$ cat src/rtl/ea_pkg.sv
package ea_pkg;
  typedef enum logic [2:0] {
    M_REG  = 3'd0,
    M_IMM  = 3'd1,
    M_DIR  = 3'd2,
    M_RIND = 3'd3,
    M_RDSP = 3'd4,
    M_BIDX = 3'd5,
    M_SDST = 3'd6,
    M_RSV  = 3'd7
  } ea_mode_e;

  typedef enum logic [1:0] {
    SG_ES = 2'd0,
    SG_CS = 2'd1,
    SG_SS = 2'd2,
    SG_DS = 2'd3
  } ea_seg_e;

  localparam int unsigned NUM_SEG = 4;
endpackage

$ cat src/rtl/ea_offset_calc.sv
module ea_offset_calc
  import ea_pkg::*;
#(
  parameter int unsigned OFF_W  = 16,
  parameter int unsigned DSP8_W = 8
) (
  input  logic [2:0]       mode,
  input  logic [1:0]       ptr_sel,
  input  logic [1:0]       disp_sz,
  input  logic [OFF_W-1:0] disp,
  input  logic [OFF_W-1:0] reg_bx,
  input  logic [OFF_W-1:0] reg_bp,
  input  logic [OFF_W-1:0] reg_si,
  input  logic [OFF_W-1:0] reg_di,
  output logic [OFF_W-1:0] offset,
  output logic             uses_bp,
  output logic             is_mem
);
  localparam int unsigned EXT_W = OFF_W - DSP8_W;

  logic [OFF_W-1:0] disp_ext;
  logic [OFF_W-1:0] single_reg;
  logic [OFF_W-1:0] base_reg;
  logic [OFF_W-1:0] idx_reg;
  ea_mode_e         mode_e;

  assign mode_e = ea_mode_e'(mode);

  always_comb begin
    unique case (disp_sz)
      2'd0:    disp_ext = '0;
      2'd1:    disp_ext = {{EXT_W{disp[DSP8_W-1]}}, disp[DSP8_W-1:0]};
      default: disp_ext = disp;
    endcase
  end

  always_comb begin
    unique case (ptr_sel)
      2'd0:    single_reg = reg_bx;
      2'd1:    single_reg = reg_bp;
      2'd2:    single_reg = reg_si;
      default: single_reg = reg_di;
    endcase
    base_reg = ptr_sel[0] ? reg_bp : reg_bx;
    idx_reg  = ptr_sel[1] ? reg_di : reg_si;
  end

  always_comb begin
    offset  = '0;
    uses_bp = 1'b0;
    is_mem  = 1'b1;
    unique case (mode_e)
      M_DIR:  offset = disp;
      M_RIND: begin
        offset  = single_reg;
        uses_bp = (ptr_sel == 2'd1);
      end
      M_RDSP: begin
        offset  = single_reg + disp_ext;
        uses_bp = (ptr_sel == 2'd1);
      end
      M_BIDX: begin
        offset  = base_reg + idx_reg + disp_ext;
        uses_bp = ptr_sel[0];
      end
      M_SDST: offset = reg_di;
      default: is_mem = 1'b0;
    endcase
  end
endmodule

$ cat src/rtl/ea_seg_select.sv
module ea_seg_select
  import ea_pkg::*;
#(
  parameter int unsigned SEG_W = 16
) (
  input  logic [2:0]                      mode,
  input  logic                            uses_bp,
  input  logic                            ovr_valid,
  input  logic [1:0]                      ovr_seg,
  input  logic [NUM_SEG-1:0][SEG_W-1:0]   seg_bank,
  output logic [1:0]                      seg_code,
  output logic [SEG_W-1:0]                seg_val
);
  ea_mode_e mode_e;
  ea_seg_e  dflt;
  logic     ovr_ok;

  assign mode_e = ea_mode_e'(mode);

  always_comb begin
    dflt   = uses_bp ? SG_SS : SG_DS;
    ovr_ok = 1'b0;
    unique case (mode_e)
      M_DIR, M_RIND, M_RDSP, M_BIDX: ovr_ok = ovr_valid;
      M_SDST:  dflt = SG_ES;
      default: ;
    endcase
    seg_code = ovr_ok ? ovr_seg : dflt;
    seg_val  = seg_bank[seg_code];
  end
endmodule

$ cat src/rtl/ea_phys_add.sv
module ea_phys_add #(
  parameter int unsigned OFF_W = 16,
  parameter int unsigned SEG_W = 16,
  parameter int unsigned SHIFT = 4,
  parameter int unsigned PA_W  = 20
) (
  input  logic [SEG_W-1:0] seg_val,
  input  logic [OFF_W-1:0] offset,
  output logic [PA_W-1:0]  phys
);
  localparam int unsigned SUM_W = ((SEG_W + SHIFT) > OFF_W ? (SEG_W + SHIFT) : OFF_W) + 1;

  logic [SUM_W-1:0] seg_sh;
  logic [SUM_W-1:0] sum;

  assign seg_sh = SUM_W'(seg_val) << SHIFT;
  assign sum    = seg_sh + SUM_W'(offset);
  assign phys   = sum[PA_W-1:0];
endmodule

$ cat src/rtl/ea_addr_gen.sv
module ea_addr_gen
  import ea_pkg::*;
#(
  parameter int unsigned OFF_W = 16,
  parameter int unsigned SEG_W = 16,
  parameter int unsigned SHIFT = 4,
  parameter int unsigned PA_W  = 20
) (
  input  logic             clk,
  input  logic             rst_n,
  input  logic             in_valid,
  input  logic [2:0]       mode,
  input  logic [1:0]       ptr_sel,
  input  logic [1:0]       disp_sz,
  input  logic [OFF_W-1:0] disp,
  input  logic             ovr_valid,
  input  logic [1:0]       ovr_seg,
  input  logic [OFF_W-1:0] reg_bx,
  input  logic [OFF_W-1:0] reg_bp,
  input  logic [OFF_W-1:0] reg_si,
  input  logic [OFF_W-1:0] reg_di,
  input  logic [SEG_W-1:0] seg_es,
  input  logic [SEG_W-1:0] seg_cs,
  input  logic [SEG_W-1:0] seg_ss,
  input  logic [SEG_W-1:0] seg_ds,
  output logic             out_valid,
  output logic             mem_op,
  output logic [OFF_W-1:0] offset,
  output logic [1:0]       seg_used,
  output logic [PA_W-1:0]  phys_addr
);
  logic [OFF_W-1:0]                   off_c;
  logic                               bp_c;
  logic                               mem_c;
  logic [NUM_SEG-1:0][SEG_W-1:0]      bank;
  logic [1:0]                         code_c;
  logic [SEG_W-1:0]                   sval_c;
  logic [PA_W-1:0]                    pa_c;

  logic             valid_d;
  logic             mem_d;
  logic [OFF_W-1:0] off_d;
  logic [1:0]       seg_d;
  logic [PA_W-1:0]  pa_d;

  assign bank = {seg_ds, seg_ss, seg_cs, seg_es};

  ea_offset_calc #(.OFF_W(OFF_W), .DSP8_W(8)) u_off (
    .mode(mode), .ptr_sel(ptr_sel), .disp_sz(disp_sz), .disp(disp),
    .reg_bx(reg_bx), .reg_bp(reg_bp), .reg_si(reg_si), .reg_di(reg_di),
    .offset(off_c), .uses_bp(bp_c), .is_mem(mem_c)
  );

  ea_seg_select #(.SEG_W(SEG_W)) u_seg (
    .mode(mode), .uses_bp(bp_c), .ovr_valid(ovr_valid), .ovr_seg(ovr_seg),
    .seg_bank(bank), .seg_code(code_c), .seg_val(sval_c)
  );

  ea_phys_add #(.OFF_W(OFF_W), .SEG_W(SEG_W), .SHIFT(SHIFT), .PA_W(PA_W)) u_pa (
    .seg_val(sval_c), .offset(off_c), .phys(pa_c)
  );

  always_comb begin
    valid_d = in_valid;
    mem_d   = mem_op;
    off_d   = offset;
    seg_d   = seg_used;
    pa_d    = phys_addr;
    if (in_valid) begin
      mem_d = mem_c;
      off_d = mem_c ? off_c  : '0;
      seg_d = mem_c ? code_c : 2'd0;
      pa_d  = mem_c ? pa_c   : '0;
    end
  end

  always_ff @(posedge clk or negedge rst_n) begin
    if (!rst_n) begin
      out_valid <= 1'b0;
      mem_op    <= 1'b0;
      offset    <= '0;
      seg_used  <= 2'd0;
      phys_addr <= '0;
    end else begin
      out_valid <= valid_d;
      mem_op    <= mem_d;
      offset    <= off_d;
      seg_used  <= seg_d;
      phys_addr <= pa_d;
    end
  end
endmodule

$ cat config.mk
export PLATFORM = sky130hd
export DESIGN_NAME = ea_addr_gen
export DESIGN_NICKNAME = d
export VERILOG_FILES = /design/src/rtl/ea_pkg.sv /design/src/rtl/ea_offset_calc.sv /design/src/rtl/ea_seg_select.sv /design/src/rtl/ea_phys_add.sv /design/src/rtl/ea_addr_gen.sv
export SDC_FILE = /design/constraint.sdc
export NUM_CORES = 1
export LEC_CHECK = 0
export ABC_AREA = 1
export CAP_MARGIN = 20
export CORE_MARGIN = 5
export CORE_UTILIZATION = 30
export DETAILED_ROUTE_END_ITERATION = 10
export DONT_BUFFER_PORTS = 1
export GPL_ROUTABILITY_DRIVEN = 0
export HOLD_SLACK_MARGIN = 0.05
export PLACE_DENSITY = 0.47
export SYNTH_ARGS = -nofsm -noshare
export SYNTH_HDL_FRONTEND = slang
export SYNTH_HIERARCHICAL = 1
export SYNTH_SLANG_ARGS = --single-unit
$ cat constraint.sdc
create_clock -name clk -period 1.3 [get_ports clk]
set_input_delay 0.26 -clock clk [delete_from_list [all_inputs] [get_ports clk]]
set_output_delay 0.26 -clock clk [all_outputs]
set_load 0.03 [all_outputs]
[After elaboration in Yosys (flattened, before gate mapping)]
Index checks and enable logic that the tools add are counted.
Word-level totals
  output and inout bits: 40
  logic and storage cells: 39
  memory bits (read-only): 0
  memories kept: 0
  bits in writable memories: 0
  input port bits: 157
  flip-flop bits (word level): 40
  bits in latches: 0
Operators by class
  order comparisons: 1
  mux-type cells: 16
  multiply operators: 0
  add/sub/neg operators: 4
  bitwise operators: 0
  shifts and indexed selects: 0
  eq/ne operators: 8
  reductions and logical operators: 5
  div/mod/pow operators: 0
Operators by type and width (count)
  $pmux W16 S5: 1
  $mux W16: 4
  $add A16 B16 Y16: 3
  $pmux W16 S3: 1
  $bmux W16 S2: 1
  $pmux W16 S2: 1
  $add A20 B16 Y20: 1
  $mux W20: 1
  $eq A3 B3 Y1 const B: 3
  $eq A3 B2 Y1 const B: 2
  $mux W2: 3
  $reduce_or A5 Y1: 1
  $eq A2 B1 Y1 const B: 2
  $logic_not A2 Y1: 2
  $reduce_or A4 Y1: 1
  $lt A2 B3 Y1 const B: 1
  $mux W1: 3
  $eq A2 B2 Y1 const B: 1
  $pmux W1 S2: 1
  $reduce_or A2 Y1: 1

[Logic depth before layout (Yosys ltp)]
Gate-level depths: netlist (run 1).
  word-level depth: 10
  depth in mapped cells: 33
  depth with buffers taken out: 32

[Hierarchy]
Netlist (run 1), hierarchy kept.
By module, submodules not included
  ea_offset_calc: seq. area each 0.0 um2, cells each 594, times used 1, area an instance 3354.5 um2
  ea_addr_gen: seq. area each 1001.0 um2, cells each 170, times used 1, area an instance 1564.0 um2
  ea_seg_select: seq. area each 0.0 um2, cells each 209, times used 1, area an instance 1023.5 um2
  ea_phys_add: seq. area each 0.0 um2, cells each 168, times used 1, area an instance 884.6 um2

[Worst setup path before layout (run 1)]
OpenSTA, ideal clock, no wires.
  path type: input-to-reg
  start: in ptr_sel[1]
  end: reg phys_addr[19]
  setup time: 0.117 ns
  path buffers: 3
  stages: 27
  data arrival time: 3.778 ns
  data required time: 1.183 ns
  setup slack: -2.596 ns
  cell sequence: buf_4 -> clkbuf_1 -> clkbuf_1 -> nand2_1 -> o21ai_0 -> fa_1 -> ha_1 -> a21o_1 -> a21boi_0 -> nand3_1 -> nand2_1 -> nand2_1 -> a21oi_1 -> nand2_1 -> nand2_1 -> nand3_1 -> ha_1 -> nand2_2 -> inv_2 -> nand2_1 -> nand2_1 -> a21oi_1 -> nand2_1 -> nand2_1 -> nand2_1 -> nand3_1 -> nand2_1
Between the ends
  elaborated cells on any way between the ends: 17
  classes of those cells: add/sub (4); eq/ne (2); mux (10); reduce/logical (1)
RTL lines
  from (decl): line ea_addr_gen.sv:13  | input logic [1:0] ptr_sel,
  $mux W16 (tied with other cells): line ea_offset_calc.sv:45  | idx_reg = ptr_sel[1] ? reg_di : reg_si;
  $add A16 B16 Y16 or $pmux W16 S3 (tied branches): line ea_offset_calc.sv:63, ea_offset_calc.sv:38
  $add A16 B16 Y16 (on tied branches): line ea_offset_calc.sv:63, ea_offset_calc.sv:59
  $pmux W16 S5 *: line ea_offset_calc.sv:52  | unique case (mode_e)
  net off_c[14]: line ea_addr_gen.sv:32  | logic [OFF_W-1:0] off_c;
  $add A20 B16 Y20 *: line ea_phys_add.sv:17  | assign sum = seg_sh + SUM_W'(offset);
  net pa_c[19]: line ea_addr_gen.sv:38  | logic [PA_W-1:0] pa_c;
  $mux W20 *: line ea_addr_gen.sv:73  | pa_d = mem_c ? pa_c : '0;
  to (signal assigned): line ea_addr_gen.sv:89  | phys_addr <= pa_d;
  to (decl): line ea_addr_gen.sv:30  | output logic [PA_W-1:0] phys_addr
The timed path passes the listed nets; every way through them passes the cells marked *. The select of a mux whose other input is x is not followed.
A chain may end at the register's enable or synchronous reset.

[Worst setup path in the final report (run 1)]
  start: in disp_sz[1]
  end: reg phys_addr[19]
Between the ends
  longest elaborated chain between the ends: 6
  elaborated cells on any way between the ends: 8
  classes of those cells: add/sub (3); eq/ne (1); mux (3); reduce/logical (1)
Ends and longest elaborated chain
  from (decl): line ea_addr_gen.sv:14  | input logic [1:0] disp_sz,
  $eq A2 B1 Y1 or $logic_not A2 Y1 (tied branches): line ea_offset_calc.sv:30  | unique case (disp_sz)
  $pmux W16 S2 *: line ea_offset_calc.sv:30
  $add A16 B16 Y16 (on tied branches): line ea_offset_calc.sv:63, ea_offset_calc.sv:59
  $pmux W16 S5 *: line ea_offset_calc.sv:52
  net off_c[15]: line ea_addr_gen.sv:32
  $add A20 B16 Y20 *: line ea_phys_add.sv:17
  net pa_c[19]: line ea_addr_gen.sv:38
  $mux W20 *: line ea_addr_gen.sv:73
The timed path passes the listed nets; every way through them passes the cells marked *.

==> results of run 1 <==
==> worst paths after layout <==
path,from,endpoint,cells after the start
worst max-delay path,disp_sz[1],phys_addr[19]$_DFFE_PN0P_,26
worst min-delay path,in_valid,offset[13]$_DFFE_PN0P_,2
worst max register to register,offset[11]$_DFFE_PN0P_,offset[11]$_DFFE_PN0P_,2
worst min register to register,offset[2]$_DFFE_PN0P_,offset[2]$_DFFE_PN0P_,2
max in group asynchronous,rst_n,offset[2]$_DFFE_PN0P_,2
min in group asynchronous,rst_n,out_valid$_DFF_PN0_,2
==> per-stage QoR <==
step	instances	instance area (um^2)	utilization [%]	setup WS [ns]	power, mW
2_1_floorplan	1141	7259	-	-2.144	5.811
3_3_place_gp	1557	8660	38.48	-2.349	7.760
3_5_place_dp	1557	8660	38.48	-2.343	7.787
4_1_cts	1587	9349	41.55	-1.939	9.654
5_1_grt	1610	9897	43.98	-2.203	11.06
6_report	1610	9897	43.98	-1.982	10.20
==> final cells by class <==
type	instances	area, um^2	share of cell area [%]
sequential	40	1001	10.11
inverter	199	773.2	7.813
multi-input combinational	859	5731	57.90
clock buffer	5	125.1	1.264
timing repair buffer	220	1898	19.18
clock inverter	2	12.51	0.1264
tap	285	356.6	3.603
==> logic make-up (layout without fill, tap and decap cells) <==
family                     count (synthesis)  in the layout  synth area share (%)
muxes                                      2              2                0.2933
and+or+nand+nor                          648            648                 43.16
buffers and inverters                    242            426                 15.25
adders and majority gates                 58             58                 11.84
DFF                                       40             40                 14.66
xor gates and xnor gates                  17             17                 2.181
AOI/OAI and AO/OA                        134            134                 12.61
==> power breakdown <==
part	internal (mW)	switching (mW)	total, mW
Clock	0.697	0.509	1.21
Combinational	3.36	3.53	6.89
Sequential	1.46	0.647	2.10
==> flip-flops by register name, summed over array words and instances, names as in the netlist <==
signal     cells
phys_addr     20
out_valid      1
offset        16
mem_op         1
seg_used       2
==> routing by layer <==
layer / share of wire [%] / wire length, um / GRT usage, % / up-vias
li1: - / - / - / 4033
met1: 47 / 11970 / 25.27 / 3545
met2: 47 / 11850 / 31.50 / 159
met3: 4.6 / 1157 / 3.490 / 20
met4: 1.3 / 337 / 3.180 / 0
met5: 0 / 0 / 0 / -
==> what timing repair did <==
item | in CTS | in global routing
pin swaps | 64 | 81
hold endpoints to repair | 41 | 0
gates resized for setup | 88 | 84
gates cloned | 0 | 2
setup buffers | 20 | 23
setup endpoints to repair | 38 | 39
hold buffers | 3 | 0
==> cells in the final DEF, fill, tap and decap left out, types with 7 or more instances in the layout <==
cell type,netlist,routed
a21o_1,10,10
a21oi_1,35,17
a21oi_2,3,19
buf_12,0,9
buf_4,14,183
buf_6,8,21
dfrtp_1,40,40
fa_1,11,8
ha_1,47,22
ha_4,0,23
inv_1,187,178
inv_2,10,15
nand2_1,350,305
nand2_2,24,61
nand2_4,5,12
nand3_1,171,146
nand3_2,5,23
nand3_4,2,9
nand3b_1,7,7
nand4_1,12,12
nor2_1,53,39
nor2_2,1,11
o21ai_0,40,20
o21ai_1,2,11
o21ai_2,1,12
o221a_2,7,7
xnor2_1,8,7
xor2_1,9,9
==> worst max-delay path, delay by kind of cell <==
kind            cells  cell delay, ns
compound gates      4            0.48
simple gates       14            1.30
buf+inv             4            0.45
xor+xnor            1            0.12
fa+ha+maj           3            0.84
==> flow_metrics.tcl, run 1 <==
set metrics [dict create \
    dr.pass1.iters 4 \
    io_buffers 0 \
    finalHoldViolCount 0 \
    synth.most_common_cell "nand2_1" \
    max_freq_mhz 304.7 \
    critical_path_required_ns 1.48 \
    numCtsBuffers 5 \
    clock_path_buffers 2 \
    syn_nets 1356 \
    yosys.area.top_type "nand2_1" \
    die_h_um 160.9 \
    slowest_stage "ha_4" \
    diodes 0 \
    die-area_um2 25870 \
    worstSetupStartpointType "primary input" \
    grt_max_degree 49 \
    fp-row-count 55 \
    worstSkewPairLatency_ns 0.28 \
    cap_violations 0 \
    r2r_slack_ns 0.48 \
    antenna_found_initial 0 \
    cts_root_buffer "clkbuf_16" \
    grt-ovfl-total 0 \
    synth_area_um2 6827 \
    pin_count 197 \
    ys_warn_count 6 \
    hpwl_um 20510 \
    fin_ws_ns -1.982 \
    fin_nets 1540 \
    area_growth_pct 44.98 \
    synth-seq-area-share_pct 14.66 \
    slowest_delay_ns 0.38 \
    rsz0062_at_grt "yes" \
    critPathArrivalTime_ns 3.46 \
    synth_top_area_share_pct 19.24 \
    hold-worst-slack_ns 0.1146 \
    first_global_vias 7709 \
    hold_path.class "in2reg" \
    wl_per_cell_um 15.72 \
    setup_viol 37 \
    synth_common_cells "350 x nand2_1, 187 x inv_1, 171 x nand3_1, 53 x nor2_1, 47 x ha_1" \
    yosysUniqueCellTypes 55 \
    slew_viol_final 0 \
    worst_pin_slew_ns 0.3882 \
    avgSynthCellArea_um2 5.983 \
    max-vdd-ir-drop_uv 479.5 \
    post-route-drc-count 0 \
    synth-main-ff-cell "dfrtp_1" \
    p_leak_nw 5.312 \
    period_minus_slack_ns 3.282 \
    via_per_inst 4.818 \
    wirelength_um 25310 \
    skew_ns 0 \
    via_count 7757 \
    path_class "in2reg" \
    drtAntennaViolNets 0 \
    grt_pass1_wl_um 39720 \
    violations "setup timing" \
    synth_edf_count 0 \
    fill_cells 2387 \
    drive_gt1_share_pct 34.79 \
    htree_levels 2 \
    p_per_area_nw_per_um2 1031 \
    async_reset_ff_share_pct 100.0 \
    crit_fanout 7 \
    relSlewSlack_pct 74.12 \
    outcome "finished with violations" \
    ys_seq_elements 40 \
    clkTransAtPathRegs_ns 0.06 \
    die_x_um 160.9 \
    timing.setup.tns_ns -47.13 \
    finalCritPeriodShare_pct 252.5 \
    coreArea_um2 22500 \
    drt_iter0_drc 337 \
    cts_num_sinks 40 \
    cp-end-kind "register" \
    synthCells 1141 \
    cts_tree "yes" \
    synth_area_leaders "nand2_1 19%, dfrtp_1 15%, nand3_1 13%" \
    initial_core_util_pct 30.34 \
    track_usage_pct 18.67 \
]
Note: power is estimated with default switching activity, not from simulation.
==> inputs of run 2 (changes only) <==
- HOLD_SLACK_MARGIN: 0.05 -> default
==> results of run 2 <==
The final DEF is identical to that of run 1; final timing and power are the same.
